<file path="config.mk">
export PLATFORM = sky130hd
export DESIGN_NAME = gate_prot_seq
export DESIGN_NICKNAME = d
export VERILOG_FILES = /design/src/rtl/gps_pkg.sv /design/src/rtl/gps_sync.sv /design/src/rtl/gps_uvlo.sv /design/src/rtl/gps_fault.sv /design/src/rtl/gate_prot_seq.sv
export SDC_FILE = /design/constraint.sdc
export NUM_CORES = 1
export LEC_CHECK = 0
export CAP_MARGIN = 20
export CORE_MARGIN = 3
export CORE_UTILIZATION = 41
export CTS_CLUSTER_SIZE = 8
export DETAILED_ROUTE_END_ITERATION = 8
export DONT_BUFFER_PORTS = 1
export SYNTH_ARGS = -nofsm -noshare
export SYNTH_HDL_FRONTEND = slang
export SYNTH_HIERARCHICAL = 1
export SYNTH_SLANG_ARGS = --single-unit
</file>
<file path="constraint.sdc">
create_clock -name clk -period 2.9 [get_ports clk]
set_input_delay 0.58 -clock clk [delete_from_list [all_inputs] [get_ports clk]]
set_output_delay 0.58 -clock clk [all_outputs]
set_load 0.01 [all_outputs]
</file>
<file path="src/rtl/gps_pkg.sv">
package gps_pkg;
  typedef enum logic [1:0] {
    PH_RUN  = 2'd0,
    PH_MUTE = 2'd1,
    PH_WAIT = 2'd2
  } prot_phase_t;
endpackage

</file>
<file path="src/rtl/gps_sync.sv">
module gps_sync #(
  parameter int WIDTH  = 3,
  parameter int STAGES = 2
) (
  input  logic             clk,
  input  logic             rst_n,
  input  logic [WIDTH-1:0] d,
  output logic [WIDTH-1:0] q
);
  for (genvar i = 0; i < WIDTH; i++) begin : g_bit
    logic [STAGES-1:0] shift_q;
    always_ff @(posedge clk or negedge rst_n) begin
      if (!rst_n) shift_q <= '0;
      else        shift_q <= {shift_q[STAGES-2:0], d[i]};
    end
    assign q[i] = shift_q[STAGES-1];
  end
endmodule

</file>
<file path="src/rtl/gps_uvlo.sv">
module gps_uvlo #(
  parameter int VCODE_W = 8,
  parameter int UV_FALL = 113,
  parameter int UV_RISE = 124
) (
  input  logic               clk,
  input  logic               rst_n,
  input  logic [VCODE_W-1:0] vsup_code,
  output logic               supply_ok
);
  localparam logic [VCODE_W-1:0] FALL_C = VCODE_W'(UV_FALL);
  localparam logic [VCODE_W-1:0] RISE_C = VCODE_W'(UV_RISE);

  always_ff @(posedge clk or negedge rst_n) begin
    if (!rst_n) begin
      supply_ok <= 1'b0;
    end else if (supply_ok) begin
      if (vsup_code < FALL_C) supply_ok <= 1'b0;
    end else begin
      if (vsup_code > RISE_C) supply_ok <= 1'b1;
    end
  end
endmodule

</file>
<file path="src/rtl/gps_fault.sv">
module gps_fault
  import gps_pkg::*;
#(
  parameter int BLANK_INT = 150,
  parameter int BLANK_EXT = 200,
  parameter int MUTE_CYC  = 800000,
  parameter int RESET_CYC = 800000
) (
  input  logic        clk,
  input  logic        rst_n,
  input  logic        cmd_s,
  input  logic        desat_s,
  input  logic        supply_ok,
  output prot_phase_t phase
);
  localparam int BLANK_TOT = BLANK_INT + BLANK_EXT;
  localparam int BLK_W     = $clog2(BLANK_TOT + 1);
  localparam int TMAX      = (MUTE_CYC > RESET_CYC) ? MUTE_CYC : RESET_CYC;
  localparam int TMR_W     = $clog2(TMAX + 1);
  localparam logic [BLK_W-1:0] BLK_END  = BLK_W'(BLANK_TOT);
  localparam logic [TMR_W-1:0] MUTE_END = TMR_W'(MUTE_CYC - 1);
  localparam logic [TMR_W-1:0] RST_END  = TMR_W'(RESET_CYC - 1);

  logic [BLK_W-1:0] on_cnt;
  logic [TMR_W-1:0] tmr;
  logic             drive_on;
  logic             sense;

  assign drive_on = cmd_s && supply_ok && (phase == PH_RUN);
  assign sense    = drive_on && (on_cnt == BLK_END) && desat_s;

  // blanking window: counts cycles of actual on-drive, restarts on every turn-on
  always_ff @(posedge clk or negedge rst_n) begin
    if (!rst_n)               on_cnt <= '0;
    else if (!drive_on)       on_cnt <= '0;
    else if (on_cnt != BLK_END) on_cnt <= on_cnt + 1'b1;
  end

  always_ff @(posedge clk or negedge rst_n) begin
    if (!rst_n) begin
      phase <= PH_RUN;
      tmr   <= '0;
    end else begin
      unique case (phase)
        PH_RUN: begin
          if (sense) begin
            phase <= PH_MUTE;
            tmr   <= '0;
          end
        end
        PH_MUTE: begin
          if (tmr == MUTE_END) begin
            phase <= PH_WAIT;
            tmr   <= '0;
          end else begin
            tmr <= tmr + 1'b1;
          end
        end
        PH_WAIT: begin
          if (cmd_s) begin
            tmr <= '0;
          end else if (tmr == RST_END) begin
            phase <= PH_RUN;
            tmr   <= '0;
          end else begin
            tmr <= tmr + 1'b1;
          end
        end
        default: begin
          phase <= PH_RUN;
          tmr   <= '0;
        end
      endcase
    end
  end
endmodule

</file>
<file path="src/rtl/gate_prot_seq.sv">
module gate_prot_seq
  import gps_pkg::*;
#(
  parameter int VCODE_W     = 8,
  parameter int UV_FALL     = 113,
  parameter int UV_RISE     = 124,
  parameter int BLANK_INT   = 150,
  parameter int BLANK_EXT   = 200,
  parameter int MUTE_CYC    = 800000,
  parameter int RESET_CYC   = 800000,
  parameter int SYNC_STAGES = 2
) (
  input  logic               clk,
  input  logic               rst_n,
  input  logic               cmd_in,
  input  logic               desat_in,
  input  logic               gate_low_in,
  input  logic [VCODE_W-1:0] vsup_code,
  output logic               src_en,
  output logic               snk_en,
  output logic               ssd_en,
  output logic               clamp_en,
  output logic               fault_n,
  output logic               uvlo_n
);
  localparam int N_SYNC = 3;

  logic [N_SYNC-1:0] raw_in;
  logic [N_SYNC-1:0] syn_in;
  logic              cmd_s, desat_s, glow_s;
  logic              supply_ok;
  logic              live_q;
  prot_phase_t       phase;

  assign raw_in = {gate_low_in, desat_in, cmd_in};
  assign {glow_s, desat_s, cmd_s} = syn_in;

  gps_sync #(.WIDTH(N_SYNC), .STAGES(SYNC_STAGES)) u_sync (
    .clk(clk), .rst_n(rst_n), .d(raw_in), .q(syn_in)
  );

  gps_uvlo #(.VCODE_W(VCODE_W), .UV_FALL(UV_FALL), .UV_RISE(UV_RISE)) u_uvlo (
    .clk(clk), .rst_n(rst_n), .vsup_code(vsup_code), .supply_ok(supply_ok)
  );

  gps_fault #(
    .BLANK_INT(BLANK_INT), .BLANK_EXT(BLANK_EXT),
    .MUTE_CYC(MUTE_CYC), .RESET_CYC(RESET_CYC)
  ) u_fault (
    .clk(clk), .rst_n(rst_n), .cmd_s(cmd_s), .desat_s(desat_s),
    .supply_ok(supply_ok), .phase(phase)
  );

  // keeps both drive paths off through reset and its first cycle
  always_ff @(posedge clk or negedge rst_n) begin
    if (!rst_n) live_q <= 1'b0;
    else        live_q <= 1'b1;
  end

  always_comb begin
    src_en = 1'b0;
    snk_en = 1'b0;
    ssd_en = 1'b0;
    if (live_q) begin
      if (phase != PH_RUN)          ssd_en = 1'b1;
      else if (supply_ok && cmd_s)  src_en = 1'b1;
      else                          snk_en = 1'b1;
    end
  end

  assign clamp_en = snk_en && glow_s;
  assign fault_n  = (phase == PH_RUN);
  assign uvlo_n   = supply_ok;
endmodule

</file>
==> flow_metrics.env <==
export IMPL_status="completed"
export IMPL_maxCapViolations=0
export IMPL_final_setup_worst_slack_ns=0.608
export IMPL_synth_top_area_share_pct=45.8
export IMPL_fin_crit_sh_pct=79.0
export IMPL_peakVddDrop_mv=0.251
export IMPL_post_cts_setup_buffers=0
export IMPL_io_buffer_count=0
export IMPL_cts_clk_slew_worst_paths_ns=0.08
export IMPL_cp_arrival_ns=2.51
export IMPL_final_seq_area_um2=976
export IMPL_max_slew_margin_pct=55.5
export IMPL_syn_nets=252
export IMPL_skew_ns=0.00737
export IMPL_finalPower_mw=1.12
export IMPL_clockBufferDepth=2
export IMPL_syn_area_mm2=0.00213
export IMPL_h_tree_depth=2
export IMPL_postSynthCellCount=232
export IMPL_place_ws_ns=0.629
export IMPL_hold_violations=0
export IMPL_worst_pin_slew_ns=0.662
export IMPL_r2r_slack_ns=0.61
export IMPL_fmax_mhz=436
export IMPL_final_common_cell="dfrtp_1"
export IMPL_setup_violations=0
export IMPL_postRouteAntennaNets=0
export IMPL_place_congestion=0.801
export IMPL_rows=25
export IMPL_critPathMaxFanout=29
export IMPL_yosys_area_top_type="dfrtp_1"
export IMPL_fp_dieW_um=78.1
export IMPL_cts_resized=0
export IMPL_cts_tree="built"
export IMPL_cts_root_buf="clkbuf_8"
export IMPL_first_pass_iters=4
export IMPL_grt_setup_unrepaired="false"
export IMPL_nNetsFinal=255
export IMPL_grt_usage_pct=15.2
export IMPL_avgRoutedWirePerCell_um=13.9
export IMPL_grt_pass1_wl_um=7530
export IMPL_grt_pass1_vias=1570
export IMPL_multiInputGateArea_mm2=0.00106
export IMPL_min_period_ns=2.29
export IMPL_rr_worst_depth=8
export IMPL_tns_ns=0
export IMPL_antenna_found_initial=0
export IMPL_synthFlopType="dfrtp_1"
export IMPL_worstPathRequired_ns=3.11
export IMPL_grt_max_degree=40
export IMPL_vias=1667
export IMPL_power_density_mw_per_mm2=475
export IMPL_yosys_top_cells_area="dfrtp_1 46%, a21oi_1 4.5%, nand3_1 4.2%, ha_1 4.1%, or4_1 3.5%"
export IMPL_wl_um=4210
export IMPL_rr_endpoint="u_fault/tmr[3]"
export IMPL_hpwlAfterDp_um=2920
export IMPL_core_mm2=0.00488
export IMPL_numCtsBuffers=5
export IMPL_cts_hold_buf=1
export IMPL_initial_utilization_pct=43.7
export IMPL_drc=0
export IMPL_leakagePower_nw=0.973
export IMPL_fp_dieH_um=78.1
export IMPL_n_antenna_cell=0
export IMPL_yosys_warnings=6
export IMPL_fill_cells=477
export IMPL_ys_types=45
export IMPL_clk_latency_ns=0.29
export IMPL_r2r_start="u_fault/on_cnt[0]"
export IMPL_ios=19
export IMPL_synth_seq_cells=39
export IMPL_die_area_mm2=0.00610
export IMPL_hold_class="in -> async"
export IMPL_viasPerCell=5.50
export IMPL_drive_above_1_share_pct=8.05
export IMPL_final_max_slew_viol_count=0
export IMPL_syn_to_final_growth_pct=10.5
export IMPL_synth_edf_count=0
export IMPL_critPathKind="reg -> reg"
export IMPL_async_flop_share_pct=100
export IMPL_synth_yosys_seq_area_share_pct=45.8
export IMPL_grt_overflow=0
export IMPL_final_cell_mix="39 x dfrtp_1, 19 x nand2_1, 19 x a21oi_1, 18 x nand3_1"
export IMPL_clock_sinks=39
export IMPL_endpoint_kind="flop"
export IMPL_initialDrtViolationCount=157
export IMPL_avgSynthCellArea_um2=9.18
export IMPL_startpoint_type="flop"
==> synthesized netlist by cell type (2+ instances only) <==
cell and count:
nor2_1 16, a41o_1 2, dfrtp_1 39, o2bb2ai_1 2, nand2_1 19, a21oi_1 19
a22o_1 3, xor2_1 2, or4_1 10, nand3_1 18, a21o_1 2, ha_1 7
o21ai_1 9, and3_1 4, nand4_1 5, nor2b_1 3, clkbuf_1 3, o21ai_0 9
nor3_1 7, nor4_1 3, buf_4 3, or3_1 3, and4_1 6, buf_2 2
inv_1 16
==> report_power, final <==
part           internal (mW)  leakage [nW]  switching, mW  total, mW
clock network          0.344        0.0654          0.189      0.533
registers              0.551         0.525        0.00703      0.558
logic                0.00942         0.382         0.0181     0.0276
==> layer usage <==
metal	vias up	share of wire, %	GRT usage (%)	wire length (um)
li1	854	-	-	-
met1	782	49	21.8	2050
met2	26	46	22.8	1940
met3	5	4.4	3.78	186
met4	0	0.86	4.55	36
met5	-	0	0	0
==> flip-flops by register name, summed over array words and instances, names as in the netlist <==
register              flops
u_sync/g_bit.shift_q      6
u_fault/phase             2
u_fault/on_cnt            9
live_q                    1
u_uvlo/supply_ok          1
u_fault/tmr              20
==> worst max path at each step <==
stage,startpoint,endpoint,slack (ns)
floorplan,u_fault/on_cnt[0],u_fault/tmr[3],0.86
global placement,u_fault/tmr[16],u_fault/tmr[5],0.67
detailed placement,u_fault/on_cnt[0],u_fault/tmr[7],0.63
CTS,u_fault/on_cnt[0],u_fault/tmr[3],0.59
global route,u_fault/on_cnt[0],u_fault/tmr[7],0.40
finish,u_fault/on_cnt[0],u_fault/tmr[3],0.61
==> critical path, stage by stage, from the launching register on <==
cell and delay [ns]:
dfrtp_1 0.40, inv_1 0.09, ha_1 0.15, nand2_1 0.09, nor4_4 0.46, a41oi_2 0.16
buf_4 0.24, or4_1 0.51, o21ai_1 0.09
==> cell type report <==
type                            instances  share of cell area (%)
Clock buffer                            6                    3.08
Clock inverter                          2                    2.55
Inverter                               16                    2.55
Multi-Input combinational cell        169                    45.0
Sequential cell                        39                    41.5
Tap cell                               67                    3.56
Timing Repair Buffer                    4                    1.81
==> kinds of logic after synthesis <==
kind of cell	Yosys count	synth area share, %
other cells	1	0.176
flops	39	45.8
buf+inv	24	4.87
xor+xnor	3	1.23
simple gates	103	27.6
mux	2	0.998
fa+ha+maj	7	4.11
compound gates	53	15.2
==> stage by stage <==
stage | instances | instance area, um2 | hold slack (ns) | util [%]
6_report | 303 | 2350 | 0.115 | 48.2
4_1_cts | 303 | 2350 | 0.124 | 48.2
2_1_floorplan | 232 | 2130 | 0.284 | -
3_5_place_dp | 294 | 2200 | 0.285 | 45.1
5_1_grt | 303 | 2350 | 0.118 | 48.2
3_3_place_gp | 294 | 2200 | 0.285 | 45.1
Power figures use the tool's default switching activity.
